===== src/rtl/xchg_pkg.sv =====
package xchg_pkg;
  // which stored half feeds the narrow port
  typedef enum logic {
    PICK_2B = 1'b0,
    PICK_1B = 1'b1
  } half_pick_e;

  localparam int unsigned NUM_HALVES = 2;
  localparam int unsigned NUM_PORTS  = 2;
  localparam int unsigned IDX_1B     = 0;
  localparam int unsigned IDX_2B     = 1;
  localparam int unsigned PORT_A     = 0;
  localparam int unsigned PORT_B     = 1;
endpackage


===== src/rtl/xchg_gather.sv =====
module xchg_gather #(
  parameter int unsigned W = 12
) (
  input  logic         clk,
  input  logic         rst,
  input  logic [W-1:0] a_in,
  input  logic         first_ld_n,
  input  logic         pair_ld_n,
  output logic [W-1:0] b1_q,
  output logic [W-1:0] b2_q
);
  logic [W-1:0] stage1_q;

  // first stage of the 1B pipeline
  always_ff @(posedge clk) begin
    if (rst)              stage1_q <= '0;
    else if (!first_ld_n) stage1_q <= a_in;
  end

  // both wide halves update on the same edge
  always_ff @(posedge clk) begin
    if (rst) begin
      b1_q <= '0;
      b2_q <= '0;
    end else if (!pair_ld_n) begin
      b1_q <= stage1_q;
      b2_q <= a_in;
    end
  end
endmodule


===== src/rtl/xchg_pick.sv =====
module xchg_pick
  import xchg_pkg::*;
#(
  parameter int unsigned W = 12
) (
  input  logic                           clk,
  input  logic                           rst,
  input  logic [NUM_HALVES-1:0][W-1:0]   half_in,
  input  logic [NUM_HALVES-1:0]          half_ld_n,
  input  logic                           sel,
  output logic [W-1:0]                   a_q
);
  logic [NUM_HALVES-1:0][W-1:0] store_q;
  logic [NUM_HALVES-1:0][W-1:0] store_nxt;
  half_pick_e                   pick;
  logic                         any_ld;

  for (genvar h = 0; h < NUM_HALVES; h++) begin : g_store
    always_comb store_nxt[h] = half_ld_n[h] ? store_q[h] : half_in[h];

    always_ff @(posedge clk) begin
      if (rst) store_q[h] <= '0;
      else     store_q[h] <= store_nxt[h];
    end
  end

  always_comb begin
    pick   = half_pick_e'(sel);
    any_ld = ~&half_ld_n;
  end

  always_ff @(posedge clk) begin
    if (rst) a_q <= '0;
    else if (any_ld) begin
      a_q <= (pick == PICK_1B) ? store_nxt[IDX_1B] : store_nxt[IDX_2B];
    end
  end
endmodule


===== src/rtl/xchg_drive.sv =====
module xchg_drive #(
  parameter int unsigned P = 2
) (
  input  logic         clk,
  input  logic         rst,
  input  logic [P-1:0] oe_n,
  output logic [P-1:0] drive_q
);
  for (genvar p = 0; p < P; p++) begin : g_port
    always_ff @(posedge clk) begin
      if (rst) drive_q[p] <= 1'b0;
      else     drive_q[p] <= ~oe_n[p];
    end
  end
endmodule


===== src/rtl/wide_narrow_xchg.sv =====
module wide_narrow_xchg
  import xchg_pkg::*;
#(
  parameter int unsigned W = 12
) (
  input  logic         clk,
  input  logic         rst,
  input  logic [W-1:0] a_in,
  input  logic         ab1_ld_n,
  input  logic         ab2_ld_n,
  input  logic [W-1:0] b1_in,
  input  logic [W-1:0] b2_in,
  input  logic         b1a_ld_n,
  input  logic         b2a_ld_n,
  input  logic         sel,
  input  logic         a_oe_n,
  input  logic         b_oe_n,
  output logic [W-1:0] a_out,
  output logic         a_drive,
  output logic [W-1:0] b1_out,
  output logic [W-1:0] b2_out,
  output logic         b_drive
);
  logic [NUM_HALVES-1:0][W-1:0] halves_in;
  logic [NUM_HALVES-1:0]        halves_ld_n;
  logic [NUM_PORTS-1:0]         oe_n_vec;
  logic [NUM_PORTS-1:0]         drive_vec;

  always_comb begin
    halves_in[IDX_1B]   = b1_in;
    halves_in[IDX_2B]   = b2_in;
    halves_ld_n[IDX_1B] = b1a_ld_n;
    halves_ld_n[IDX_2B] = b2a_ld_n;
    oe_n_vec[PORT_A]    = a_oe_n;
    oe_n_vec[PORT_B]    = b_oe_n;
    a_drive             = drive_vec[PORT_A];
    b_drive             = drive_vec[PORT_B];
  end

  xchg_gather #(.W(W)) u_gather (
    .clk        (clk),
    .rst        (rst),
    .a_in       (a_in),
    .first_ld_n (ab1_ld_n),
    .pair_ld_n  (ab2_ld_n),
    .b1_q       (b1_out),
    .b2_q       (b2_out)
  );

  xchg_pick #(.W(W)) u_pick (
    .clk       (clk),
    .rst       (rst),
    .half_in   (halves_in),
    .half_ld_n (halves_ld_n),
    .sel       (sel),
    .a_q       (a_out)
  );

  xchg_drive #(.P(NUM_PORTS)) u_drive (
    .clk     (clk),
    .rst     (rst),
    .oe_n    (oe_n_vec),
    .drive_q (drive_vec)
  );
endmodule


===== config.mk =====
export PLATFORM = sky130hd
export DESIGN_NAME = wide_narrow_xchg
export DESIGN_NICKNAME = d
export VERILOG_FILES = /design/src/rtl/xchg_pkg.sv /design/src/rtl/xchg_gather.sv /design/src/rtl/xchg_pick.sv /design/src/rtl/xchg_drive.sv /design/src/rtl/wide_narrow_xchg.sv
export SDC_FILE = /design/constraint.sdc
export NUM_CORES = 1
export LEC_CHECK = 0
export BUFFER_PORTS_ARGS = -buffer_cell sky130_fd_sc_hd__buf_2
export CAP_MARGIN = 20
export CORE_MARGIN = 1.5
export CORE_UTILIZATION = 40
export CTS_CLUSTER_SIZE = 24
export DETAILED_ROUTE_END_ITERATION = 12
export REMOVE_ABC_BUFFERS = 1
export SYNTH_ARGS = -nofsm -noshare
export SYNTH_HDL_FRONTEND = slang
export SYNTH_SLANG_ARGS = --single-unit

===== constraint.sdc =====
create_clock -name clk -period 1.6 [get_ports clk]
set_clock_uncertainty 0.15 [all_clocks]
set_input_delay 0.32 -clock clk [delete_from_list [all_inputs] [get_ports clk]]
set_output_delay 0.32 -clock clk [all_outputs]
set_load 0.01 [all_outputs]

# [Word level (Yosys, flattened, before mapping)]
# Index checks and enable logic that the tools add are counted.
[totals] ff_bits=74 in_bits=45 wordCells=14
[classes] muxes=3 bitwise_logic=2 reduce_logical=1
[op_table] op="two-way mux 12 bit" count=3
[op_table] op="NOT 1 bit" count=2
[op_table] op="AND reduction 2 bit" count=1

# [Depth between registers and ports, before layout]
# Gate-level depths: netlist (run 1).
[depth] depth_word=2 ltp_mapped=5 depth_no_buf=3

# [Cells and area by module]
# From an unflattened synthesis (run 1), not the netlist that was laid out.
[unflattened] cells_unflattened=243 area_unflattened_um2=2708.8
[modules_own_cells] module="xchg_pick" instances=1 cells_per_inst=123 area_per_inst_um2=1362.6 seq_area_each_um2=720.7
[modules_own_cells] module="xchg_gather" instances=1 cells_per_inst=116 area_per_inst_um2=1298.7 seq_area_each_um2=720.7
[modules_own_cells] module="xchg_drive" instances=1 cells_per_inst=4 area_per_inst_um2=47.5 seq_area_each_um2=40.0

# [Worst setup path after synthesis (run 1)]
# No wires, ideal clock.
[synth_path] path_kind="input-to-reg" from="in b2a_ld_n" to="reg u_pick.a_q[1]" setup_time_ns=0.123 arrival_time_ns=1.001 required_time_ns=1.327 setup_slack_ns=0.326 stages=5 path_cell_list="buf_6 -> buf_12 -> mux2_4 -> nand2_2 -> o211ai_2"
[synth_between] elab_chain_cells=2 word_cells_on_any_way=3 classes_between="2 x mux; 1 x reduce/logical"
[synth_rtl] element="from (decl)" line="wide_narrow_xchg.sv:14" rtl="input logic b2a_ld_n,"
[synth_rtl] element="two-way mux 12 bit" line="xchg_pick.sv:19" rtl="always_comb store_nxt[h] = half_ld_n[h] ? store_q[h] : half_in[h];"
[synth_rtl] element="two-way mux 12 bit" line="xchg_pick.sv:35" rtl="a_q <= (pick == PICK_1B) ? store_nxt[IDX_1B] : store_nxt[IDX_2B];"
[synth_rtl] element="to (signal assigned)" line="xchg_pick.sv:35"
[synth_rtl] element="to (decl)" line="xchg_pick.sv:11" rtl="output logic [W-1:0] a_q"
# Parallel ways exist; a longest one is shown, timed or not.
# A chain may end at the register's enable or synchronous reset.

# [Worst setup path in the final report (run 1)]
[layout_path] from="reg u_pick.a_q[3]" to="out a_out[3]"
[layout_rtl] element="to (decl)" line="wide_narrow_xchg.sv:18" rtl="output logic [W-1:0] a_out,"
# No word-level cell between the ends.

==> results of run 1 <==
## flip-flops by register name (all words and copies together) (netlist names)
register	flops
u_pick.store_q	24
u_gather.b1_q	12
u_gather.b2_q	12
u_gather.stage1_q	12
u_pick.a_q	12
u_drive.drive_q	2
## final timing paths
kind                                                     from                                 to  slack (ns)  cells after the start
worst max-delay path               u_pick.a_q[3]$_SDFFE_PP0N_                           a_out[3]        0.30                      1
worst min-delay path                                  a_in[5]  u_gather.stage1_q[5]$_SDFFE_PP0N_        0.06                      3
worst max register to register  u_pick.store_q[23]$_SDFF_PP0_        u_pick.a_q[11]$_SDFFE_PP0N_        0.61                      3
worst min register to register     u_pick.a_q[8]$_SDFFE_PP0N_         u_pick.a_q[8]$_SDFFE_PP0N_        0.32                      2
## metrics by stage
stage | cells | hold slack (ns) | power (mW) | util | area, sq um
floorplan | 236 | 0.234 | 2.26 | - | 2730
global route | 440 | 0.0540 | 4.12 | 0.521 | 3580
CTS | 440 | 0.0555 | 3.98 | 0.521 | 3580
global placement | 422 | 0.309 | 2.50 | 0.488 | 3350
finish | 440 | 0.0642 | 3.93 | 0.521 | 3580
detailed placement | 422 | 0.310 | 2.51 | 0.488 | 3350
## layer usage
layer	vias up	track usage	wire length (microns)
li1	1010	-	-
met1	891	0.198	2580
met2	49	0.234	2510
met3	11	0.0500	325
met4	0	0.0866	137
met5	-	0	0
## Yosys cell counts
cell      number
dfxtp_1       74
nor2_1        51
mux2i_1       49
nand2_1       13
nand2_2       11
mux2_4        10
o211ai_2      10
nor2b_1        7
buf_4          6
nor2b_4        4
buf_2          3
buf_6          3
clkbuf_1       3
buf_1          2
o211ai_1       2
a211oi_4       1
a21oi_2        1
and3b_2        1
buf_12         1
mux2_2         1
nand2b_1       1
## final cells by class
class                      instances  area (sq um)
clock buffer                      11           151
clock inverter                     5          52.6
fill                             648          3290
multi-input combinational        162          1240
sequential                        74          1480
tap                               96           120
timing repair buffer              92           528
## power by group through the flow
stage | registers (mW) | logic [mW] | clock network [mW]
finish | 1.99 | 0.471 | 1.47
global route | 2.00 | 0.516 | 1.61
CTS | 1.99 | 0.479 | 1.52
detailed placement | 2.03 | 0.474 | 0
global placement | 2.03 | 0.467 | 0
floorplan | 2.05 | 0.212 | 0
## cell families (layout without fill, tap and decap cells)
family	count (synthesis)	count (layout)	synth area share
and+or+nand+nor	88	88	0.148
DFF	74	74	0.518
muxes	60	60	0.228
buffers and inverters	18	108	0.0464
AOI/OAI and AO/OA	14	14	0.0591
## timing repair
| item | 4_1_cts | 5_1_grt |
|---|---|---|
| gates resized for setup | 0 | 0 |
| hold buffers | 2 | 0 |
| endpoints found under the hold margin | 2 | 0 |
==> impl_metrics.tcl, run 1 <==
set metrics [dict create \
    p_sw_mw 0.946 \
    grt_pass1_vias 1914 \
    leakage_nw 1.76 \
    die_h_microns 87.5 \
    power_frac_comb 0.120 \
    synth_top_area_cell "dfxtp_1" \
    grt.total_usage 0.155 \
    seq_power_share 0.506 \
    fin_ws_ns 0.298 \
    first_pass_iters 4 \
    clockBufferDepth 2 \
    drc_errors 0 \
    finalCriticalPeriod_ns 1.30 \
    clockPowerShare 0.374 \
    yosysWarningCount 0 \
    syn_area_per_cell_sq_um 11.3 \
    cp.arrival_ns 0.83 \
    p_int_mw 2.98 \
    cts_root_buf "clkbuf_8" \
    syn-instance-count 254 \
    rows 30 \
    fmax_ghz 0.768 \
    cts_tree "built" \
    setup_viol 0 \
    nNetsFinal 384 \
    syn2layout_area_growth_pct 25.2 \
    pre_cts_ws_ns 0.130 \
    n_antenna_cell 0 \
    io_pins 83 \
    yosysSeqAreaShare 0.518 \
    die-area_sq_mm 0.00766 \
    grt-ovfl-total 0 \
    vias_per_cell 4.46 \
    die_w_microns 87.5 \
    synth_seq_cells 74 \
    postRouteAntennaNets 0 \
    initial_core_util 0.416 \
    coreArea_sq_mm 0.00687 \
    grt_pass1_wl_mm 9.00 \
    crit_path_start_kind "flop" \
    period_share 0.814 \
    cp_top_family "flip-flops" \
    vias 1961 \
    clkTransAtPathRegs_ns 0.08 \
    grt_max_degree 39 \
    port-buffer-count 82 \
    switching_share 0.241 \
    wl_per_cell_microns 12.6 \
    numClockSinks 74 \
    final_cell_mix "buf_2, dfxtp_1, nor2_1, mux2i_1, nand2_1" \
    clk_latency_ns 0.35 \
    wirelength_mm 5.55 \
    synth_top_area_share 0.518 \
    antenna_found_initial 0 \
    relSlewSlack 0.739 \
    layout_commonest_cell "buf_2" \
    max_stage_delay_ns 0.35 \
    synthTopCellsByArea "dfxtp_1, mux2i_1, nor2_1, mux2_4, o211ai_2" \
    maxCapViolations 0 \
    maxSlewViolCount 0 \
    syn_area_sq_mm 0.00286 \
    globalplace.congestion 0.721 \
    critPathCaptureType "output port" \
    rsz0062_at_grt "no" \
    holdCritPathClass "input pin to flop" \
    setup_tns_ns 0 \
    crit_required_ns 1.13 \
    vdd_drop_max_v 0.000455 \
    cp_cell_sequence "buf_2" \
    hold_viol_final 0 \
    layout-drive-gt1-share 0.422 \
    cp_num_buf_inv 1 \
    dp_hpwl_mm 3.93 \
    cts_buffers 9 \
    crit_path_max_fanout 2 \
    synth.distinct_cells 21 \
    drtIter0Drc 47 \
    outcome "completed" \
    critical_path_class "flop to output port" \
    worst_path_max_delay_cell "dfxtp_1" \
    h-tree-depth 3 \
    postCtsSetupBuffers 0 \
    worst_pin_slew_ns 0.391 \
    powerDensity_mw_per_mm2 1100 \
]
Note: power is estimated with default switching activity, not from simulation.
==> run 2, diff against run 1 <==
clock period = 1.2 ns   (was 1.6 ns; I/O delays follow)
==> run 2 against run 1 <==
Clock power is 24% higher. Total power is 34% higher. Critical path depth stayed put. Core utilization is 6.4 points higher. Wire length is 6.5% higher. Sequential share of layout area is 3.4 points lower. Cell count is 5.2% higher. Combinational power is 62% higher. Count of clock-buffer cells in the layout is 2 higher. Setup slack worse by 0.28 ns.
==> impl_metrics.tcl, run 2 (synthesis gave the netlist of run 1 again) <==
set metrics [dict create \
    total_power_mw 5.27 \
    die_h_microns 87.5 \
    grt_pass1_wl_mm 9.20 \
    n_antenna_cell 0 \
    reg2reg_from "u_pick.store_q[22]$_SDFF_PP0_" \
    max_stage_delay_ns 0.35 \
    first_pass_iters 4 \
    drc_errors 0 \
    largest_register_ffs 24 \
    layout-drive-gt1-share 0.515 \
    critPathCaptureType "output port" \
    wirelength_mm 5.91 \
    grt.total_usage 0.158 \
    initial_core_util 0.416 \
    met2_usage 0.248 \
    rsz0062_at_grt "yes" \
    globalplace.congestion 0.732 \
    top_usage_layer "met2" \
    grt_max_degree 39 \
    cp.arrival_ns 0.79 \
    period_share 0.986 \
    largest_register "u_pick.store_q" \
    outcome "completed" \
    drtIter0Drc 39 \
    maxSlewViolCount 0 \
    setup_viol 0 \
    relSlewSlack 0.741 \
    hold_slack_ns 0.0119 \
    vias_per_cell 4.45 \
    hold_depth 3 \
    met1_usage 0.197 \
    hold_path_end "u_gather.stage1_q[3]$_SDFFE_PP0N_" \
    die-area_sq_mm 0.00766 \
    rows 30 \
    cts_root_buf "clkbuf_8" \
    cp_num_buf_inv 1 \
    leakage_nw 1.90 \
    placedCellCount 432 \
    powerDensity_mw_per_mm2 1310 \
    final_cell_mix "nor2_1, mux2i_1, buf_2, dfxtp_1, dfxtp_2" \
    r2r-end "u_pick.a_q[10]$_SDFFE_PP0N_" \
    crit_path_max_fanout 2 \
    clk_latency_ns 0.34 \
    die_w_microns 87.5 \
    syn2layout_area_growth_pct 40.5 \
    holdCritPathClass "input pin to flop" \
    layout_commonest_cell "nor2_1" \
    io_pins 83 \
    cts_buffers 9 \
    clockBufferDepth 2 \
    critical_path_class "flop to output port" \
    grt-ovfl-total 0 \
    crit_required_ns 0.81 \
    cp_top_family "flip-flops" \
    reg2reg_depth 3 \
    dp_hpwl_mm 3.94 \
    numClockSinks 74 \
    vias 2061 \
    coreArea_sq_mm 0.00687 \
    cp_cell_sequence "buf_6" \
    layout.cells.non_filler 463 \
    min_from "a_in[3]" \
    port-buffer-count 82 \
    worst_pin_slew_ns 0.389 \
    antenna_found_initial 0 \
    postRouteAntennaNets 0 \
    maxCapViolations 0 \
    fmax_ghz 0.845 \
    met3_usage 0.0518 \
    grt_pass1_vias 1972 \
    wl_per_cell_microns 12.8 \
    cts_tree "built" \
    h-tree-depth 3 \
    finalCriticalPeriod_ns 1.18 \
    worst_path_max_delay_cell "dfxtp_2" \
    nNetsFinal 407 \
    crit_path_start_kind "flop" \
    hold_viol_final 0 \
    clkTransAtPathRegs_ns 0.07 \
    reg2reg_slack_ns 0.20 \
    vdd_drop_max_v 0.000704 \
]
## run 2: changes by cell type in the layout (fill, tap and decap cells not counted)
| cell | previous run | this run |
|---|---|---|
| buf_12 | 3 | 4 |
| clkbuf_1 | 0 | 4 |
| clkinv_2 | 3 | 2 |
| buf_6 | 0 | 33 |
| buf_4 | 5 | 16 |
| clkbuf_8 | 11 | 9 |
| dlygate4sd3_1 | 2 | 13 |
| dfxtp_2 | 0 | 36 |
| dfxtp_1 | 74 | 38 |
| buf_2 | 82 | 49 |
| clkinvlp_4 | 1 | 0 |
## run 2: final cells by class
| class | instances | area (sq um) |
|---|---|---|
| multi-input combinational | 162 | 1240 |
| sequential | 74 | 1530 |
| fill | 623 | 2850 |
| timing repair buffer | 115 | 947 |
| tap | 96 | 120 |
| clock inverter | 3 | 40.0 |
| clock buffer | 13 | 139 |
## run 2: worst max path at each step
stage | end | cells past startpoint | from | slack (ns)
after floorplan | u_pick.a_q[10]$_SDFFE_PP0N_ | 3 | b2a_ld_n | 0.002
after global placement | u_pick.a_q[2]$_SDFFE_PP0N_ | 4 | b1a_ld_n | -0.11
after detailed placement | u_pick.a_q[10]$_SDFFE_PP0N_ | 6 | b2a_ld_n | -0.15
after CTS | b1_out[3] | 1 | u_gather.b1_q[3]$_SDFFE_PP0N_ | 0.0002
after global routing | b2_out[0] | 1 | u_gather.b2_q[0]$_SDFFE_PP0N_ | -0.02
final | b2_out[0] | 1 | u_gather.b2_q[0]$_SDFFE_PP0N_ | 0.02
## run 2: timing repair
| item | 4_1_cts | 5_1_grt |
|---|---|---|
| hold buffers | 13 | 0 |
| pin swaps | 0 | 0 |
| setup endpoints to repair | 34 | 32 |
| resized for setup | 53 | 16 |
| setup buffers | 1 | 1 |
| endpoints found under the hold margin | 23 | 0 |
## run 2: per-layer routing
| layer | wire length, microns | share of wire |
|---|---|---|
| met3 | 290 | 0.049 |
| met5 | 0 | 0 |
| met4 | 114 | 0.019 |
| met2 | 2850 | 0.48 |
| met1 | 2650 | 0.45 |
## run 2: per-stage QoR
step | setup TNS, ns | cell area (sq um) | util | worst slack (ns)
4_1_cts | 0 | 3920 | 0.571 | 0.000186
3_5_place_dp | -2.26 | 3440 | 0.501 | -0.147
2_1_floorplan | 0 | 2730 | - | 0.00157
3_3_place_gp | -1.71 | 3440 | 0.501 | -0.109
5_1_grt | -0.119 | 4020 | 0.585 | -0.0163
6_report | 0 | 4020 | 0.585 | 0.0172
## run 2: power breakdown
group          internal, mW  switching [mW]
Combinational         0.438           0.326
Sequential             2.61          0.0702
Clock                 0.958           0.862
Total                  4.01            1.26
